[src/rtl/nor_seq_pkg.sv]
`timescale 1ns/1ps
package nor_seq_pkg;

    typedef enum logic [1:0] {
        OP_IDENT = 2'd0,
        OP_ERASE = 2'd1,
        OP_PROG  = 2'd2
    } op_e;

    typedef enum logic [3:0] {
        ST_IDLE,
        ST_BLANK,
        ST_CMD,
        ST_POLL,
        ST_CLR,
        ST_GAP,
        ST_IDRD,
        ST_RESET,
        ST_FIN
    } seq_st_e;

    localparam logic [15:0] K_UNL_A    = 16'h00AA;
    localparam logic [15:0] K_UNL_B    = 16'h0055;
    localparam logic [15:0] K_AUTOSEL  = 16'h0090;
    localparam logic [15:0] K_ERS_SET  = 16'h0080;
    localparam logic [15:0] K_PRG_SET  = 16'h00A0;
    localparam logic [15:0] K_SEC_ERS  = 16'h0030;
    localparam logic [15:0] K_RD_ARRAY = 16'h00F0;
    localparam logic [15:0] K_B_UNLOCK = 16'h0060;
    localparam logic [15:0] K_B_CONF   = 16'h00D0;
    localparam logic [15:0] K_B_ERASE  = 16'h0020;
    localparam logic [15:0] K_B_PROG   = 16'h0040;
    localparam logic [15:0] K_B_CLRST  = 16'h0050;
    localparam logic [15:0] K_B_RDARR  = 16'h00FF;

endpackage

[src/rtl/nor_bus_cycle.sv]
`timescale 1ns/1ps
module nor_bus_cycle #(
    parameter int AW       = 12,
    parameter int DW       = 16,
    parameter int STRB_CYC = 3
) (
    input  logic          clk,
    input  logic          rst_n,
    input  logic          go,
    input  logic          rd,
    input  logic [AW-1:0] addr,
    input  logic [DW-1:0] wdata,
    output logic          ack,
    output logic [DW-1:0] rdata,
    output logic [AW-1:0] fl_addr,
    output logic [DW-1:0] fl_dq_o,
    output logic          fl_dq_oe,
    input  logic [DW-1:0] fl_dq_i,
    output logic          fl_ce_n,
    output logic          fl_we_n,
    output logic          fl_oe_n
);
    localparam int CW = $clog2(STRB_CYC + 1);

    typedef enum logic [1:0] {PH_IDLE, PH_SETUP, PH_STRB, PH_HOLD} ph_e;

    ph_e           ph;
    logic [CW-1:0] cnt;
    logic          rd_q;

    always_ff @(posedge clk or negedge rst_n) begin
        if (!rst_n) begin
            ph      <= PH_IDLE;
            cnt     <= '0;
            rd_q    <= 1'b0;
            fl_addr <= '0;
            fl_dq_o <= '0;
            rdata   <= '0;
        end else begin
            unique case (ph)
                PH_IDLE: if (go) begin
                    ph      <= PH_SETUP;
                    rd_q    <= rd;
                    fl_addr <= addr;
                    fl_dq_o <= wdata;
                end
                PH_SETUP: begin
                    ph  <= PH_STRB;
                    cnt <= CW'(STRB_CYC - 1);
                end
                PH_STRB: begin
                    if (cnt == '0) begin
                        ph <= PH_HOLD;
                        if (rd_q) rdata <= fl_dq_i;
                    end else begin
                        cnt <= cnt - 1'b1;
                    end
                end
                PH_HOLD: ph <= PH_IDLE;
            endcase
        end
    end

    assign ack      = (ph == PH_HOLD);
    assign fl_ce_n  = (ph == PH_IDLE);
    assign fl_we_n  = !((ph == PH_STRB) && !rd_q);
    assign fl_oe_n  = !((ph == PH_STRB) && rd_q);
    assign fl_dq_oe = (ph != PH_IDLE) && !rd_q;

    // strobe-width observer for the R10 check
    logic [CW:0] low_cnt;
    always_ff @(posedge clk or negedge rst_n) begin
        if (!rst_n)                     low_cnt <= '0;
        else if (!fl_we_n || !fl_oe_n)  low_cnt <= low_cnt + 1'b1;
        else                            low_cnt <= '0;
    end

    p_strobe_width_r10: assert property (@(posedge clk) disable iff (!rst_n)
        ack |-> (low_cnt == (CW+1)'(STRB_CYC)));
    p_strobe_excl_r10: assert property (@(posedge clk) disable iff (!rst_n)
        !(!fl_we_n && !fl_oe_n));
    p_addr_stable_r10: assert property (@(posedge clk) disable iff (!rst_n)
        (!fl_ce_n && $past(!fl_ce_n)) |-> ($stable(fl_addr) && $stable(fl_dq_o)));

endmodule

[src/rtl/nor_poll_timer.sv]
`timescale 1ns/1ps
module nor_poll_timer #(
    parameter int TW = 20
) (
    input  logic          clk,
    input  logic          rst_n,
    input  logic          load,
    input  logic [TW-1:0] limit,
    output logic          expired
);
    logic [TW-1:0] cnt;

    always_ff @(posedge clk or negedge rst_n) begin
        if (!rst_n)           cnt <= '0;
        else if (load)        cnt <= limit;
        else if (cnt != '0)   cnt <= cnt - 1'b1;
    end

    assign expired = (cnt == '0);

endmodule

[src/rtl/nor_cmd_seq.sv]
`timescale 1ns/1ps
module nor_cmd_seq
    import nor_seq_pkg::*;
#(
    parameter int          AW        = 12,
    parameter int          TW        = 20,
    parameter int          STRB_CYC  = 3,
    parameter int          POLL_GAP  = 4,
    parameter logic [AW-1:0] UNLK0     = AW'('h555),
    parameter logic [AW-1:0] UNLK1     = AW'('h2AA),
    parameter logic [AW-1:0] FIRST_SEC = '0
) (
    input  logic          clk,
    input  logic          rst_n,
    input  logic          req_valid,
    output logic          req_ready,
    input  logic [1:0]    req_op,
    input  logic          req_block,
    input  logic [AW-1:0] req_addr,
    input  logic [15:0]   req_data,
    input  logic          req_prot,
    input  logic [TW-1:0] erase_tmo,
    input  logic [TW-1:0] prog_tmo,
    output logic          busy,
    output logic          done,
    output logic          rsp_nerr,
    output logic          rsp_tmo,
    output logic          rsp_skip,
    output logic [15:0]   id_mfr,
    output logic [15:0]   id_dev,
    output logic [AW-1:0] fl_addr,
    output logic [15:0]   fl_dq_o,
    output logic          fl_dq_oe,
    input  logic [15:0]   fl_dq_i,
    output logic          fl_ce_n,
    output logic          fl_we_n,
    output logic          fl_oe_n
);
    localparam int GW = $clog2(POLL_GAP + 1);

    seq_st_e       st, nxt;
    op_e           op_q, op_in;
    logic          blk_q, ok_q;
    logic [AW-1:0] addr_q;
    logic [15:0]   data_q;
    logic [2:0]    step;
    logic [GW-1:0] gap_cnt;

    logic          b_go, b_rd, b_ack;
    logic [AW-1:0] b_addr, c_addr;
    logic [15:0]   b_data, c_data, b_rdata;
    logic          c_last, poll_ok, blank_bad, tmr_load, tmr_exp;

    assign op_in = (req_op == 2'd1) ? OP_ERASE : (req_op == 2'd2) ? OP_PROG : OP_IDENT;

    nor_bus_cycle #(.AW(AW), .DW(16), .STRB_CYC(STRB_CYC)) u_bus (
        .clk(clk), .rst_n(rst_n), .go(b_go), .rd(b_rd), .addr(b_addr), .wdata(b_data),
        .ack(b_ack), .rdata(b_rdata), .fl_addr(fl_addr), .fl_dq_o(fl_dq_o),
        .fl_dq_oe(fl_dq_oe), .fl_dq_i(fl_dq_i), .fl_ce_n(fl_ce_n),
        .fl_we_n(fl_we_n), .fl_oe_n(fl_oe_n));

    assign tmr_load = (st == ST_CMD) && b_ack && c_last;

    nor_poll_timer #(.TW(TW)) u_tmr (
        .clk(clk), .rst_n(rst_n), .load(tmr_load),
        .limit((op_q == OP_ERASE) ? erase_tmo : prog_tmo), .expired(tmr_exp));

    // command step decoder
    always_comb begin
        c_addr = addr_q;
        c_data = data_q;
        c_last = 1'b0;
        if (blk_q) begin
            if (op_q == OP_PROG) begin
                c_data = (step == 3'd0) ? K_B_PROG : data_q;
                c_last = (step == 3'd1);
            end else begin
                unique case (step)
                    3'd0:    c_data = K_B_UNLOCK;
                    3'd2:    c_data = K_B_ERASE;
                    default: c_data = K_B_CONF;
                endcase
                c_last = (step == 3'd3);
            end
        end else begin
            unique case (step)
                3'd0: begin c_addr = UNLK0; c_data = K_UNL_A; end
                3'd1: begin c_addr = UNLK1; c_data = K_UNL_B; end
                3'd2: begin
                    c_addr = UNLK0;
                    c_data = (op_q == OP_IDENT) ? K_AUTOSEL :
                             (op_q == OP_ERASE) ? K_ERS_SET : K_PRG_SET;
                    c_last = (op_q == OP_IDENT);
                end
                3'd3: begin
                    if (op_q == OP_ERASE) begin c_addr = UNLK0; c_data = K_UNL_A; end
                    else                  c_last = 1'b1;
                end
                3'd4: begin c_addr = UNLK1; c_data = K_UNL_B; end
                default: begin c_data = K_SEC_ERS; c_last = 1'b1; end
            endcase
        end
    end

    assign poll_ok   = (!blk_q && op_q == OP_PROG) ? (b_rdata[7] == data_q[7]) : b_rdata[7];
    assign blank_bad = (b_rdata & data_q) != data_q;

    // next state
    always_comb begin
        nxt = st;
        unique case (st)
            ST_IDLE:  if (req_valid)
                          nxt = (op_in == OP_ERASE && req_prot) ? ST_FIN :
                                (op_in == OP_PROG) ? ST_BLANK : ST_CMD;
            ST_BLANK: if (b_ack) nxt = blank_bad ? ST_FIN : ST_CMD;
            ST_CMD:   if (b_ack && c_last) nxt = (op_q == OP_IDENT) ? ST_IDRD : ST_POLL;
            ST_IDRD:  if (b_ack && step == 3'd1) nxt = ST_RESET;
            ST_POLL:  if (b_ack)
                          nxt = blk_q   ? ST_CLR :
                                poll_ok ? ((op_q == OP_PROG) ? ST_FIN : ST_RESET) :
                                tmr_exp ? ST_RESET : ST_GAP;
            ST_CLR:   if (b_ack) nxt = (ok_q || tmr_exp) ? ST_RESET : ST_GAP;
            ST_GAP:   if (gap_cnt == '0) nxt = ST_POLL;
            ST_RESET: if (b_ack) nxt = ST_FIN;
            ST_FIN:   nxt = ST_IDLE;
            default:  nxt = ST_IDLE;
        endcase
    end

    // state register
    always_ff @(posedge clk or negedge rst_n) begin
        if (!rst_n) st <= ST_IDLE;
        else        st <= nxt;
    end

    // operation context and result registers
    always_ff @(posedge clk or negedge rst_n) begin
        if (!rst_n) begin
            op_q <= OP_IDENT; blk_q <= 1'b0; ok_q <= 1'b0;
            addr_q <= '0; data_q <= '0; step <= '0; gap_cnt <= '0;
            rsp_nerr <= 1'b0; rsp_tmo <= 1'b0; rsp_skip <= 1'b0;
            id_mfr <= '0; id_dev <= '0;
        end else begin
            unique case (st)
                ST_IDLE: if (req_valid) begin
                    op_q     <= op_in;
                    blk_q    <= req_block && (op_in != OP_IDENT);
                    addr_q   <= req_addr;
                    data_q   <= req_data;
                    step     <= '0;
                    ok_q     <= 1'b0;
                    rsp_nerr <= 1'b0;
                    rsp_tmo  <= 1'b0;
                    rsp_skip <= (op_in == OP_ERASE) && req_prot;
                end
                ST_BLANK: if (b_ack && blank_bad) rsp_nerr <= 1'b1;
                ST_CMD:   if (b_ack) step <= c_last ? 3'd0 : step + 3'd1;
                ST_IDRD:  if (b_ack) begin
                    if (step == 3'd0) id_mfr <= b_rdata;
                    else              id_dev <= b_rdata;
                    step <= step + 3'd1;
                end
                ST_POLL:  if (b_ack) begin
                    ok_q    <= poll_ok;
                    gap_cnt <= GW'(POLL_GAP - 1);
                    if (!blk_q && !poll_ok && tmr_exp) rsp_tmo <= 1'b1;
                end
                ST_CLR:   if (b_ack) begin
                    gap_cnt <= GW'(POLL_GAP - 1);
                    if (!ok_q && tmr_exp) rsp_tmo <= 1'b1;
                end
                ST_GAP:   if (gap_cnt != '0) gap_cnt <= gap_cnt - 1'b1;
                default: ;
            endcase
        end
    end

    // outputs and bus requests
    always_comb begin
        req_ready = (st == ST_IDLE);
        busy      = (st != ST_IDLE);
        done      = (st == ST_FIN);
        b_go      = 1'b0;
        b_rd      = 1'b0;
        b_addr    = addr_q;
        b_data    = data_q;
        unique case (st)
            ST_BLANK, ST_POLL: begin b_go = 1'b1; b_rd = 1'b1; end
            ST_IDRD:  begin b_go = 1'b1; b_rd = 1'b1; b_addr = addr_q + AW'(step); end
            ST_CMD:   begin b_go = 1'b1; b_addr = c_addr; b_data = c_data; end
            ST_CLR:   begin b_go = 1'b1; b_data = K_B_CLRST; end
            ST_RESET: begin
                b_go   = 1'b1;
                b_addr = blk_q ? addr_q : FIRST_SEC;
                b_data = blk_q ? K_B_RDARR : K_RD_ARRAY;
            end
            default: ;
        endcase
    end

    p_busy_hold_r9: assert property (@(posedge clk) disable iff (!rst_n)
        (busy && !done) |=> busy);
    p_accept_r9: assert property (@(posedge clk) disable iff (!rst_n)
        (req_valid && req_ready) |=> (busy && !req_ready));
    p_skip_nobus_r7: assert property (@(posedge clk) disable iff (!rst_n)
        (rsp_skip && busy) |-> fl_ce_n);
    p_nerr_nowrite_r6: assert property (@(posedge clk) disable iff (!rst_n)
        (rsp_nerr && busy) |-> fl_we_n);
    p_flag_excl_r8: assert property (@(posedge clk) disable iff (!rst_n)
        done |-> !(rsp_tmo && (rsp_nerr || rsp_skip)));

endmodule

[config.mk]
export PLATFORM = sky130hd
export DESIGN_NAME = nor_cmd_seq
export DESIGN_NICKNAME = d
export VERILOG_FILES = /design/src/rtl/nor_seq_pkg.sv /design/src/rtl/nor_bus_cycle.sv /design/src/rtl/nor_poll_timer.sv /design/src/rtl/nor_cmd_seq.sv
export SDC_FILE = /design/constraint.sdc
export NUM_CORES = 1
export LEC_CHECK = 0
export ABC_AREA = 0
export BUFFER_PORTS_ARGS = -buffer_cell sky130_fd_sc_hd__buf_2
export CORE_ASPECT_RATIO = 0.9
export CORE_MARGIN = 2
export CORE_UTILIZATION = 50
export DETAILED_ROUTE_END_ITERATION = 8
export PLACE_DENSITY = 0.79
export SYNTH_ARGS = -nofsm -noshare
export SYNTH_HDL_FRONTEND = slang
export SYNTH_SLANG_ARGS = --single-unit
[constraint.sdc]
create_clock -name clk -period 2.72 [get_ports clk]
set_clock_uncertainty 0.2 [all_clocks]
set_input_delay 0.544 -clock clk [delete_from_list [all_inputs] [get_ports clk]]
set_output_delay 0.544 -clock clk [all_outputs]
set_load 0.03 [all_outputs]
Word level (Yosys, flattened, before mapping) --
Cells that the tools add are included.
Operators by class: add/sub/neg operators 5, eq/ne operators 41, multiplexer cells 68, bitwise operators 2, reductions and logical operators 59
Operator list (count):
- one-hot mux 12 bit (3 select lines) | 2
- 2-to-1 mux 16 bit | 4
- one-hot mux 16 bit (4 select lines) | 1
- 2-to-1 mux 20 bit | 3
- 2-to-1 mux 4 bit | 14
- one-hot mux 16 bit (3 select lines) | 1
- 2-to-1 mux 12 bit | 3
- one-hot mux 4 bit (8 select lines) | 1
- inequality test 2 bit (second input constant) | 14
- 2-to-1 mux 3 bit | 7
- logical NOT 20 bit | 1
- nonzero test 20 bit | 1
- subtractor 20 x 1 -> 20 bit (second input constant) | 1
- AND reduction 3 bit | 6
- AND 16 bit | 1
- == test 4 x 3 -> 1 bit (second input constant) | 4
- 2-to-1 mux 2 bit | 8
- inequality test 16 bit | 1
- one-hot mux 8 bit (2 select lines) | 1
- logical AND 1 bit | 14
- nonzero test 2 bit | 7
- 2-to-1 mux 1 bit | 13
- adder 12 x 3 -> 12 bit | 1
- 2-to-1 mux 6 bit | 2
- 34 further kinds | 64
Storage, ports and cells: flip-flop bits (word level) 146, input bits 91, output and inout bits 70, word-level logic and storage cells 195

Longest topological paths before layout --
depth after elaboration 9, gate-level depth with buffers 11, depth with buffers taken out 8

Modules after synthesis --
Synthesis repeated with hierarchy kept, for this count alone.
Second synthesis, totals: cells, all modules 797, area total of the unflattened synthesis 8151.6 um^2
By module, submodules not included:
- nor_cmd_seq | instances 1, cells an instance 533, area an instance 4820.9 um^2, seq. area each 1926.8 um^2
- nor_bus_cycle | instances 1, cells an instance 124, area an instance 2013.2 um^2, seq. area each 1226.2 um^2
- nor_poll_timer | instances 1, cells an instance 140, area an instance 1317.5 um^2, seq. area each 500.5 um^2

Worst setup path after synthesis --
OpenSTA, ideal clock, no wires.
path kind register to register, from register u_tmr.cnt[8], to register u_tmr.cnt[2], library setup time 0.141 ns, data arrival time 2.326 ns, setup slack 0.053 ns, stages on the path, launching flop included 8, path buffers 2, cells stage by stage dfrtp_1 or4_4 or4_4 or4_4 buf_6 buf_6 a21oi_1 a31oi_1
Between the ends: longest elaborated chain between the ends 2
RTL lines:
- start, declared | line nor_poll_timer.sv:11 | logic [TW-1:0] cnt;
- start signal, assigned | line nor_poll_timer.sv:15 | else if (load) cnt <= limit;
- start signal, assigned | line nor_poll_timer.sv:16 | else if (cnt != '0) cnt <= cnt - 1'b1;
- nonzero test 20 bit | line nor_poll_timer.sv:16
- nonzero test 2 bit (no source line)
No other way between the ends. A chain may end at the register's enable or synchronous reset.

Final worst setup path --
from register u_tmr.cnt[10], to register u_tmr.cnt[10]
Between the ends: longest elaborated chain between the ends 3
RTL lines (line):
- subtractor 20 x 1 -> 20 bit | nor_poll_timer.sv:16
- 2-to-1 mux 20 bit | nor_poll_timer.sv:16
- 2-to-1 mux 20 bit | nor_poll_timer.sv:15
Parallel ways exist; a longest one is shown, timed or not. The select of a mux whose other input is x is not followed.

==> impl_results.md <==
- Mean Syn Cell Area: between 9 and 10 um2
- IO Pins: about 160
- Final ANT Viol Nets: 0
- Sw frac: 45.1%
- 1st-iter DRT viols: 760
- Share of flip-flops with an asynchronous set or reset: 100%
- Initial antenna violation count: 0
- Area used by multi-input combinational logic: roughly 3800 um2
- Synth top area cells: dfrtp_1 (47%), mux2_2 (10%), o21ai_0 (4.1%)
- Synthesized area: roughly 7700 um2
- Detailed Routing Iterations Pass 1: 7
- PwrDens: around 1400 nW/um2
- Synth warn: 0
- Final WS setup: -1.96 ps
- Crit share post-route: 100%
- Clock Latency Late Sink: between 400 and 500 ps
- Placed insts: between 1,000 and 1,500
- Die H: ~120 um
- Worst setup SP type: register
- Filler Cells Inserted: about 1,200
- Relative slew slack: 57.2%
- Cts bufs inserted: 17
- Post-synth EDFFs: 0
- CTS clk-pin slew, worst paths: approximately 70 ps
- Register area: around 3700 um2
- Setup Total Neg Slack: -1.96 ps
- Hold crit path type: in2reg
- GRT Util Overall: 26.5%
- IR drop worst, VDD: around 0.00097 V
- CTS tree: built
- Worst-path maximum fanout: 8
- Main synth FF type: dfrtp_1
- Pwr Total: 13,200 uW
- Synthesized flop and latch total: 146
- PortBufs: 160
- Starting Density: between 50 and 60%
- Synth top area share: between 40% and 50%
- Combinational Power Share: roughly 50%
- Number of global-route vias before repair: 6,526
- Clock power share: between 10% and 20%
- Post-synthesis sequential area ratio: 47.3%
- Setup violations, final: 1
- WL final: roughly 21,000 um
- Clock sink count: around 150
- Placed Area: around 9000 um2
- Critical Path Sink Type: register
- Core box area: between 15,000 and 20,000 um2
- FP Rows: 43
- MaxCap Viol Count: 0
- Max Freq: around 0.37 GHz
- Layout cells sized above 1: 33.7%
- Fin area: a little under 10,000 um2
- GRT Residual Overflow: 0
- CP Data Required Time: 2830 ps
- Largest net degree at the start of global routing: 57
- DR WL/cell: around 18 um
- Fin. max-slew vios: 0
- Area added between synthesis and finish: 25.0%
- Sequential share of power: 32.1%
- Synth area leader: dfrtp_1
- Failing checks: negative setup slack
- Gp weighted congestion: 0.969
- Syn Nets: between 800 and 900
- Post-route DRC: 0
- Clock Tree Root: clkbuf_16
- Psw: a little under 6000 uW
- Max Root-Sink Buffers: 2
- Worst Tran Pin Value: roughly 640 ps
- Via Count: around 6,700
- Pleak: roughly 0.0045 uW
- Non-filler cells, final: 1,168
- Yosys cell types: 60
- RSZ-0062 raised after global routing: yes
- H-tree levels: 4
- Horiz. Die Dim: approximately 140 um
- Vias per cell: about 5.7
- Cell-internal power: 7250 uW
- Status: finished, violations left
- Crit Path Class: reg2reg
- HPWL after DPL: between 10,000 and 15,000 um
- First-pass GRT wire length: between 30,000 and 40,000 um
- Die footprint: between 15,000 and 20,000 um2
- CP arrival: approximately 2800 ps
- Hold Vio Cnt, Final: 0
- Tmin final: approximately 2700 ps
- NumNets Final: between 1,000 and 1,500
- Synth Instances: about 780
- Dpl ws: approximately 1.8 ps
==> cell type report <==
class	count	area share [%]
Timing Repair Buffer	201	12.5
Sequential cell	146	37.8
Tap cell	202	2.62
Antenna cell	1	0.0259
Clock inverter	13	1.59
Inverter	27	1.05
Multi-Input combinational cell	559	39.7
Clock buffer	19	4.69
==> layout by cell type (no fill, tap or decap), types with 12 or more instances in the layout <==
cell / instances
ha_1: 21
nand3_1: 20
dfrtp_1: 145
inv_1: 27
buf_2: 159
nor3_1: 19
nor2b_1: 21
o21ai_0: 60
nor2_1: 42
nand2_1: 76
mux2_2: 70
clkbuf_16: 17
mux2i_1: 12
a31oi_1: 14
a21oi_1: 46
nand2b_1: 13
buf_4: 32
==> logic make-up after synthesis <==
family	count (synthesis)	share of synthesized area, %
flip-flops	146	47.3
multiplexers	82	11.8
adder cells (fa/ha/maj)	22	3.66
AO/OA/AOI/OAI	201	16.4
buffers and inverters	71	3.64
XOR/XNOR	21	2.38
AND/OR/NAND/NOR	233	14.9
==> worst paths after layout <==
path	start	endpoint	slack, ps	cells after the start
max	u_tmr.cnt[10]$_DFFE_PN0P_	u_tmr.cnt[10]$_DFFE_PN0P_	-2	6
min	req_data[14]	data_q[14]$_DFFE_PN0P_	140	2
max reg2reg	u_tmr.cnt[10]$_DFFE_PN0P_	u_tmr.cnt[10]$_DFFE_PN0P_	-2	6
min reg2reg	u_bus.fl_addr[0]$_DFFE_PN0P_	u_bus.fl_addr[0]$_DFFE_PN0P_	280	2
max in group asynchronous	rst_n	u_bus.fl_addr[1]$_DFFE_PN0P_	1200	3
min in group asynchronous	rst_n	id_mfr[1]$_DFFE_PN0P_	460	2
==> per-layer routing <==
metal | routed length [um] | global-route usage [%] | vias up | share of wire (%)
li1 | - | - | 3132 | -
met1 | 9320 | 36.9 | 3241 | 45
met2 | 9800 | 41.6 | 275 | 47
met3 | 1430 | 6.74 | 41 | 6.9
met4 | 359 | 7.29 | 0 | 1.7
met5 | 0 | 0 | - | 0
==> metrics by stage <==
step           hold slack, ps  util [%]
2_1_floorplan            48.4         -
3_3_place_gp              258      58.7
3_5_place_dp              262      58.7
4_1_cts                   124      62.8
5_1_grt                   125      63.2
6_report                  138      63.2
==> power by group through the flow <==
| stage | Sequential [uW] | Clock, uW | Combinational, uW |
|---|---|---|---|
| after CTS | 4210 | 2440 | 6440 |
| after global placement | 4190 | 0 | 6230 |
| after floorplan | 4760 | 0 | 3740 |
| after global routing | 4390 | 2550 | 7160 |
| final | 4240 | 2410 | 6550 |
| after detailed placement | 4230 | 0 | 6350 |
==> critical path: stages (launching register included) <==
cell,delay [ps]
dfrtp_1,400
or4_4,540
or4_4,480
or4_4,610
nand2_2,120
xor2_1,180
a21oi_1,90
==> flip-flops by register name, summed over array words and instances (netlist names), 12 cells and up <==
register       flops
u_bus.fl_addr     12
u_tmr.cnt         20
u_bus.fl_dq_o     16
u_bus.rdata       16
id_mfr            16
id_dev            16
data_q            16
addr_q            12
==> synthesized netlist by cell type (3+ instances only) <==
cell type  instances
ha_1              21
or2_2              4
xnor2_1           10
nand2_1           78
a211oi_1           7
a21oi_1           51
nor2b_1           22
o211ai_1           5
mux2i_1           12
nand2b_1          13
nand4_1            3
o22a_1             3
nand3_1           20
dfrtp_1          146
a32o_1             3
a31oi_1           14
a22o_1            11
clkbuf_1          40
mux2_2            70
a21o_1             6
o31ai_1            3
o21ai_0           63
nor4_1             3
nor2_1            44
nand3b_1           3
xor2_1            11
inv_1             27
o21a_1             5
and3_1            10
a221oi_1           6
or4_4              3
nor3_1            19
a2111oi_0          6
==> what timing repair did <==
| item | in CTS | in global routing |
|---|---|---|
| setup buffers | 1 | 1 |
| pin swaps | 1 | 2 |
| gates resized for setup | 2 | 14 |
| endpoints found under the hold margin | 54 | 0 |
| setup endpoints to repair | 2 | 16 |
| hold buffers | 1 | 0 |
Power figures use the tool's default switching activity.
